===== src/rtl/run_mode_ctrl.sv =====
module run_mode_ctrl (
  input  logic       clk,
  input  logic       rst_n,
  input  logic       sw_arm_i,
  input  logic       sw_halt_i,
  input  logic       sw_pause_i,
  input  logic       ext_pause_n_i,
  input  logic       trig_i,
  input  logic       start_i,
  input  logic       stop_i,
  input  logic       eoc_halt_i,
  input  logic       eoc_pause_i,
  output logic [1:0] mode_o,
  output logic       seq_run_o,
  output logic       pc_clear_o
);

  localparam logic [1:0] M_HALT  = 2'd0;
  localparam logic [1:0] M_READY = 2'd1;
  localparam logic [1:0] M_PAUSE = 2'd2;
  localparam logic [1:0] M_RUN   = 2'd3;

  logic [1:0] mode_q, mode_d;
  logic       armed_q, armed_d;
  logic       xp_meta_q, xp_sync_q;

  always_ff @(posedge clk or negedge rst_n) begin
    if (!rst_n) begin
      xp_meta_q <= 1'b1;
      xp_sync_q <= 1'b1;
    end else begin
      xp_meta_q <= ext_pause_n_i;
      xp_sync_q <= xp_meta_q;
    end
  end

  wire xp_low   = !xp_sync_q;
  wire stop_req = stop_i || eoc_halt_i;
  wire int_pause = sw_pause_i || eoc_pause_i;

  always_comb begin
    mode_d  = mode_q;
    armed_d = 1'b0;
    if (sw_halt_i) begin
      mode_d = M_HALT;
    end else begin
      unique case (mode_q)
        M_HALT: begin
          if (armed_q && trig_i) mode_d = M_READY;
          else armed_d = armed_q || sw_arm_i;
        end
        M_READY: if (start_i) mode_d = M_PAUSE;
        M_PAUSE: if (!xp_low && trig_i) mode_d = M_RUN;
        M_RUN: begin
          if (stop_req)       mode_d = M_HALT;
          else if (xp_low)    mode_d = M_PAUSE;
          else if (int_pause) mode_d = M_PAUSE;
        end
        default: mode_d = M_HALT;
      endcase
    end
  end

  always_ff @(posedge clk or negedge rst_n) begin
    if (!rst_n) begin
      mode_q  <= M_HALT;
      armed_q <= 1'b0;
    end else begin
      mode_q  <= mode_d;
      armed_q <= armed_d;
    end
  end

  assign mode_o     = mode_q;
  assign seq_run_o  = (mode_q == M_RUN) && !xp_low;
  assign pc_clear_o = (mode_q == M_HALT);

  AST_HALT_CMD: assert property (@(posedge clk) disable iff (!rst_n)
    sw_halt_i |=> mode_q == M_HALT);

  AST_READY_ENTRY: assert property (@(posedge clk) disable iff (!rst_n)
    (mode_q == M_READY && $past(mode_q) == M_HALT) |-> $past(trig_i));

  AST_RUN_ENTRY: assert property (@(posedge clk) disable iff (!rst_n)
    (mode_q == M_RUN && $past(mode_q) != M_RUN) |-> ($past(mode_q) == M_PAUSE && $past(trig_i)));

  AST_PAUSE_ENTRY: assert property (@(posedge clk) disable iff (!rst_n)
    (mode_q == M_PAUSE && $past(mode_q) != M_PAUSE) |-> ($past(mode_q) == M_RUN || $past(mode_q) == M_READY));

  AST_EXT_PAUSE: assert property (@(posedge clk) disable iff (!rst_n)
    (mode_q == M_RUN && xp_low && !sw_halt_i && !stop_req) |=> mode_q == M_PAUSE);

  AST_STOP_RUN: assert property (@(posedge clk) disable iff (!rst_n)
    (mode_q == M_RUN && stop_req) |=> mode_q == M_HALT);

  AST_HALT_STICKY: assert property (@(posedge clk) disable iff (!rst_n)
    (mode_q == M_HALT && !trig_i) |=> mode_q == M_HALT);

  AST_NO_RUN_PAUSE_LOW: assert property (@(posedge clk) disable iff (!rst_n)
    (mode_q == M_PAUSE && xp_low && !sw_halt_i) |=> mode_q == M_PAUSE);

endmodule


===== config.mk =====
export PLATFORM = sky130hd
export DESIGN_NAME = run_mode_ctrl
export DESIGN_NICKNAME = d
export VERILOG_FILES = /design/src/rtl/run_mode_ctrl.sv
export SDC_FILE = /design/constraint.sdc
export NUM_CORES = 1
export LEC_CHECK = 0
export BUFFER_PORTS_ARGS = -buffer_cell sky130_fd_sc_hd__clkbuf_2
export CAP_MARGIN = 10
export CORE_AREA = 2 2 39 41
export CTS_CLUSTER_SIZE = 40
export DETAILED_ROUTE_END_ITERATION = 7
export DIE_AREA = 0 0 41 43
export RECOVER_POWER = 50
export SETUP_SLACK_MARGIN = 0.05
export SYNTH_ARGS = -nofsm -noshare
export SYNTH_HDL_FRONTEND = slang
export SYNTH_SLANG_ARGS = --single-unit

===== constraint.sdc =====
create_clock -name clk -period 1.4 [get_ports clk]
set_input_delay 0.28 -clock clk [delete_from_list [all_inputs] [get_ports clk]]
set_output_delay 0.28 -clock clk [all_outputs]
set_load 0.02 [all_outputs]

# [Word-level counts from Yosys, hierarchy flattened]
# Cells that the tools add are included.
[op_classes] div_mod_pow=0 muxes=11 add_sub_neg=0 n_bitwise=0 n_reduce_logical=8 multipliers=0 eq_ne=7 n_shift=0 order_cmp=0
[ops] op="2-to-1 mux 2 bit" n=7
[ops] op="one-hot mux 2 bit (4 select lines)" n=1
[ops] op="!= test 3 bit, second input constant" n=2
[ops] op="!= test 5 bit, second input constant" n=1
[ops] op="== test 2 bit, second input constant" n=2
[ops] op="AND reduction 4 bit" n=1
[ops] op="logical AND 1 bit" n=3
[ops] op="logical OR 1 bit" n=3
[ops] op="2-to-1 mux 1 bit" n=3
[ops] op="!= test 3 x 2 -> 1 bit, second input constant" n=1
[ops] op="== test 2 x 1 -> 1 bit, second input constant" n=1
[ops] op="zero test 2 bit" n=1
[totals] n_memories=0 ramBits=0 romBits=0 latch_bits=0 input_bits=11 word_cells=30 out_inout_bits=4 regBits=5

# [Logic depth before layout (Yosys ltp)]
[logic_depth] ltp_word=6 mapped_depth=4

# [Least setup slack after synthesis]
# OpenSTA, ideal clock, no wires.
[synth_path] path_type="register to register" start="register mode_q[0], in the netlist mode_o[0]" end="register mode_q[0], in the netlist mode_o[0]" path_stages_with_launch=5 arrival_time_ns=1.362 setup_ns=0.128 required_ns=1.272 path_slack_ns=-0.090 path_cell_list="dfrtp_1 -> buf_4 -> and3_1 -> a22oi_1 -> mux2_1"
[synth_via] elab_chain_cells=3
[synth_rtl] item="start, declared" line="23" text="logic [1:0] mode_q, mode_d;"
[synth_rtl] item="start signal, assigned" line="69" text="mode_q <= mode_d;"
[synth_rtl] item="== test 2 bit (tied with other cells)" line="47" text="unique case (mode_q)"
[synth_rtl] item="!= test 5 bit (no line) (tied with other cells)"
[synth_rtl] item="AND reduction 4 bit (no line) or 2-to-1 mux 2 bit (tied branches)"
# Several ways; a longest one is shown, not always the timed one.
# A chain may end at the register's enable or synchronous reset.

# [Final worst setup path]
[layout_path] start="register xp_sync_q" end="output seq_run_o"
[layout_via] elab_chain_cells=1
[layout_rtl] item="start, declared" line="25" text="logic xp_meta_q, xp_sync_q;"
[layout_rtl] item="start signal, assigned" line="33" text="xp_sync_q <= xp_meta_q;"
[layout_rtl] item="logical AND 1 bit" line="75" text="assign seq_run_o = (mode_q == M_RUN) && !xp_low;"
[layout_rtl] item="end, declared" line="14" text="output logic seq_run_o,"
# No other way between the ends.

==> impl_metrics.yaml <==
synthesis:
  ys_ff_latch: 5
  synth_area_um2: 243
  yosysTopAreaCellShare_pct: 30.9
  seq_area_frac_synth_pct: 52.6
  synthTopCellsByArea: "dfrtp_1 (31%), dfstp_2 (22%), a211oi_1 (6.2%)"
  syn_area_per_cell_um2: 11.6
  synth.distinct_cells: 17
  yosys_warnings: 0
  syn_nets: 32
  synthCells: 21
  yosys.area.top_type: "dfrtp_1"
die:
  num_rows: 14
  dieArea_um2: 1760
  ios: 15
  die_w_um: 41
  core_um2: 1380
  dieHeight_um: 43
  start_util_pct: 17.5
drt:
  wl_met3_um: 70
  firstDrtPassIters: 4
  wl_met2_um: 238
  drc: 0
  wl_met1_um: 238
  vias_per_cell: 4.36
  ant_nets: 0
  top_layer_used: "met3"
  drt-total-wl_um: 547
  wire_per_inst_um: 9.95
  vias: 240
  drt_iter0_drc: 4
worst_setup_path:
  r2r-start: "mode_o[0]"
  r2r_cells: 3
  crit_arrival_ns: 1.06
  crit_path_start_kind: "register"
  ff2ff_setup_slack_ns: 0.11
  path_class: "register to primary output"
  r2r_end: "mode_o[0]"
  cp_max_fo: 2
  crit_path_end_kind: "primary output"
  crit_required_ns: 1.12
global_route:
  overflow: 0
  grt_pass1_vias: 244
  grt_start_max_net_pins: 11
  track_usage_pct: 7.98
  antenna_found_initial: 0
  grt_pass1_wl_um: 917
clock_network:
  cts.sinks: 5
  clk_latency_ns: 0.23
  cts_tree: "built"
  cts_inserted_buffers: 3
  cts_buffer_depth: 2
  clkSlewWorstSetupHoldPaths_ns: 0.04
  cts-root-buf: "clkbuf_4"
  htreeDepth: 1
timing:
  hold_violations: 0
  slew-limit-headroom_pct: 81.4
  skew_ns: 0.00150
  slew_violations: 0
  fmax_mhz: 745
  holdWs_ns: 0.126
  final-setup-viol-count: 0
  rsz0062_at_grt: "true"
  setup-tns-final_ns: 0
  tightest_slew_ns: 0.277
  fin_crit_sh_pct: 95.8
  layout_min_cycle_time_ns: 1.34
placement:
  io_buffers: 14
  gp_congestion: 0.629
  dpl-instance-area_um2: 337
finish:
  drive_gt1_share_pct: 59.0
  syn2layout_area_growth_pct: 57.7
  diodes: 0
  layout.nets: 51
  finalInstanceArea_um2: 383
  fillers: 151
run:
  max_cap_viol_count: 0
worst_hold_path:
  worstHoldPathType: "input pin to register"
  hp-start: "ext_pause_n_i"
  hold_depth: 1
  worstHoldEndpoint: "xp_meta_q"
power_and_ir_drop:
  vdd_drop_max_uv: 529
  power.density_nw_per_um2: 1520
  p_leak_uw: 0.000167
run_status:
  status: "finished, final reports clean"
-- layout make-up --
type	count	area, µm²	area share [%]
clock buffers	4	26.3	6.86
flip-flops and latches	5	130	34.0
well taps	16	20.0	5.23
repair buffers	15	88.8	23.2
inverters	1	3.75	0.980
multi-input cells	14	114	29.7
-- flip-flops by register name, indices dropped and copies added, names as in the netlist --
register and count:
xp_meta_q 1, armed_q 1, mode_o 2, xp_sync_q 1
-- worst max-delay path, cell delays in order, from the launching register on --
cell and delay, ns:
dfstp_2 0.52, and3_4 0.20, buf_8 0.11
-- worst max path at each step --
stage / startpoint / end / cells past startpoint
finish: xp_sync_q / seq_run_o / 2
global route: xp_sync_q / seq_run_o / 2
detailed placement: eoc_halt_i / mode_o[0] / 5
global placement: eoc_halt_i / mode_o[0] / 5
floorplan: mode_o[0] / mode_o[0] / 4
CTS: xp_sync_q / seq_run_o / 2
-- repair_timing --
action / 4_1_cts / 5_1_grt
setup endpoints to repair: 1 / 2
buffers inserted: 0 / 0
gates resized for setup: 2 / 2
hold buffers: 1 / 0
endpoints found under the hold margin: 3 / 0
pin swaps: 0 / 0
-- layer usage --
metal	up-vias	track usage (%)
met5	-	0
met4	0	4.00
met3	0	4.71
met2	14	12.5
met1	111	7.87
li1	115	-
-- kinds of logic after synthesis --
kind of cell,synth area share (%)
buffers and inverters,4.64
multiplexers,8.76
flip-flops,52.6
AND/OR/NAND/NOR,19.1
AO/OA/AOI/OAI,14.9
-- synth_stat cells --
library cell	instances
a211oi_1	2
a21oi_1	1
a22oi_1	1
a311oi_1	1
and3_1	1
buf_4	1
dfrtp_1	3
dfstp_2	2
inv_1	1
mux2_1	1
mux2i_1	1
nand2_1	1
nand3b_1	1
nor2_1	1
nor4_1	1
nor4_2	1
or2_1	1
-- power by group --
group	switching, µW	internal (µW)	leakage [µW]
registers	52.3	181	0.0000577
clock network	52.2	107	0.0000150
logic	101	88.5	0.0000947
total	205	377	0.000167
-- metrics by stage --
| step | total power, µW | setup WS (ns) | std cells | utilization [%] |
|---|---|---|---|---|
| after floorplan | 376 | 0.0519 | 21 | - |
| after global placement | 418 | 0.0661 | 50 | 24.3 |
| after detailed placement | 421 | 0.0296 | 50 | 24.3 |
| after CTS | 596 | 0.0205 | 55 | 27.6 |
| after global routing | 642 | 0.0113 | 55 | 27.7 |
| final | 582 | 0.0586 | 55 | 27.7 |
-- cell usage in the layout, fill, tap and decap left out --
| master | n |
|---|---|
| dfstp_2 | 2 |
| or2_1 | 1 |
| nor2_1 | 1 |
| dfrtp_2 | 2 |
| a311oi_1 | 1 |
| a22oi_2 | 1 |
| a21oi_1 | 1 |
| nor4_2 | 1 |
| clkbuf_1 | 2 |
| and3_4 | 1 |
| dfrtp_1 | 1 |
| nor4_1 | 1 |
| clkbuf_4 | 3 |
| a211oi_1 | 2 |
| inv_1 | 1 |
| nand2_1 | 1 |
| dlygate4sd3_1 | 1 |
| mux2_1 | 1 |
| nand3b_1 | 1 |
| buf_8 | 1 |
| clkbuf_2 | 12 |
| mux2i_1 | 1 |
Power figures use the tool's default switching activity.
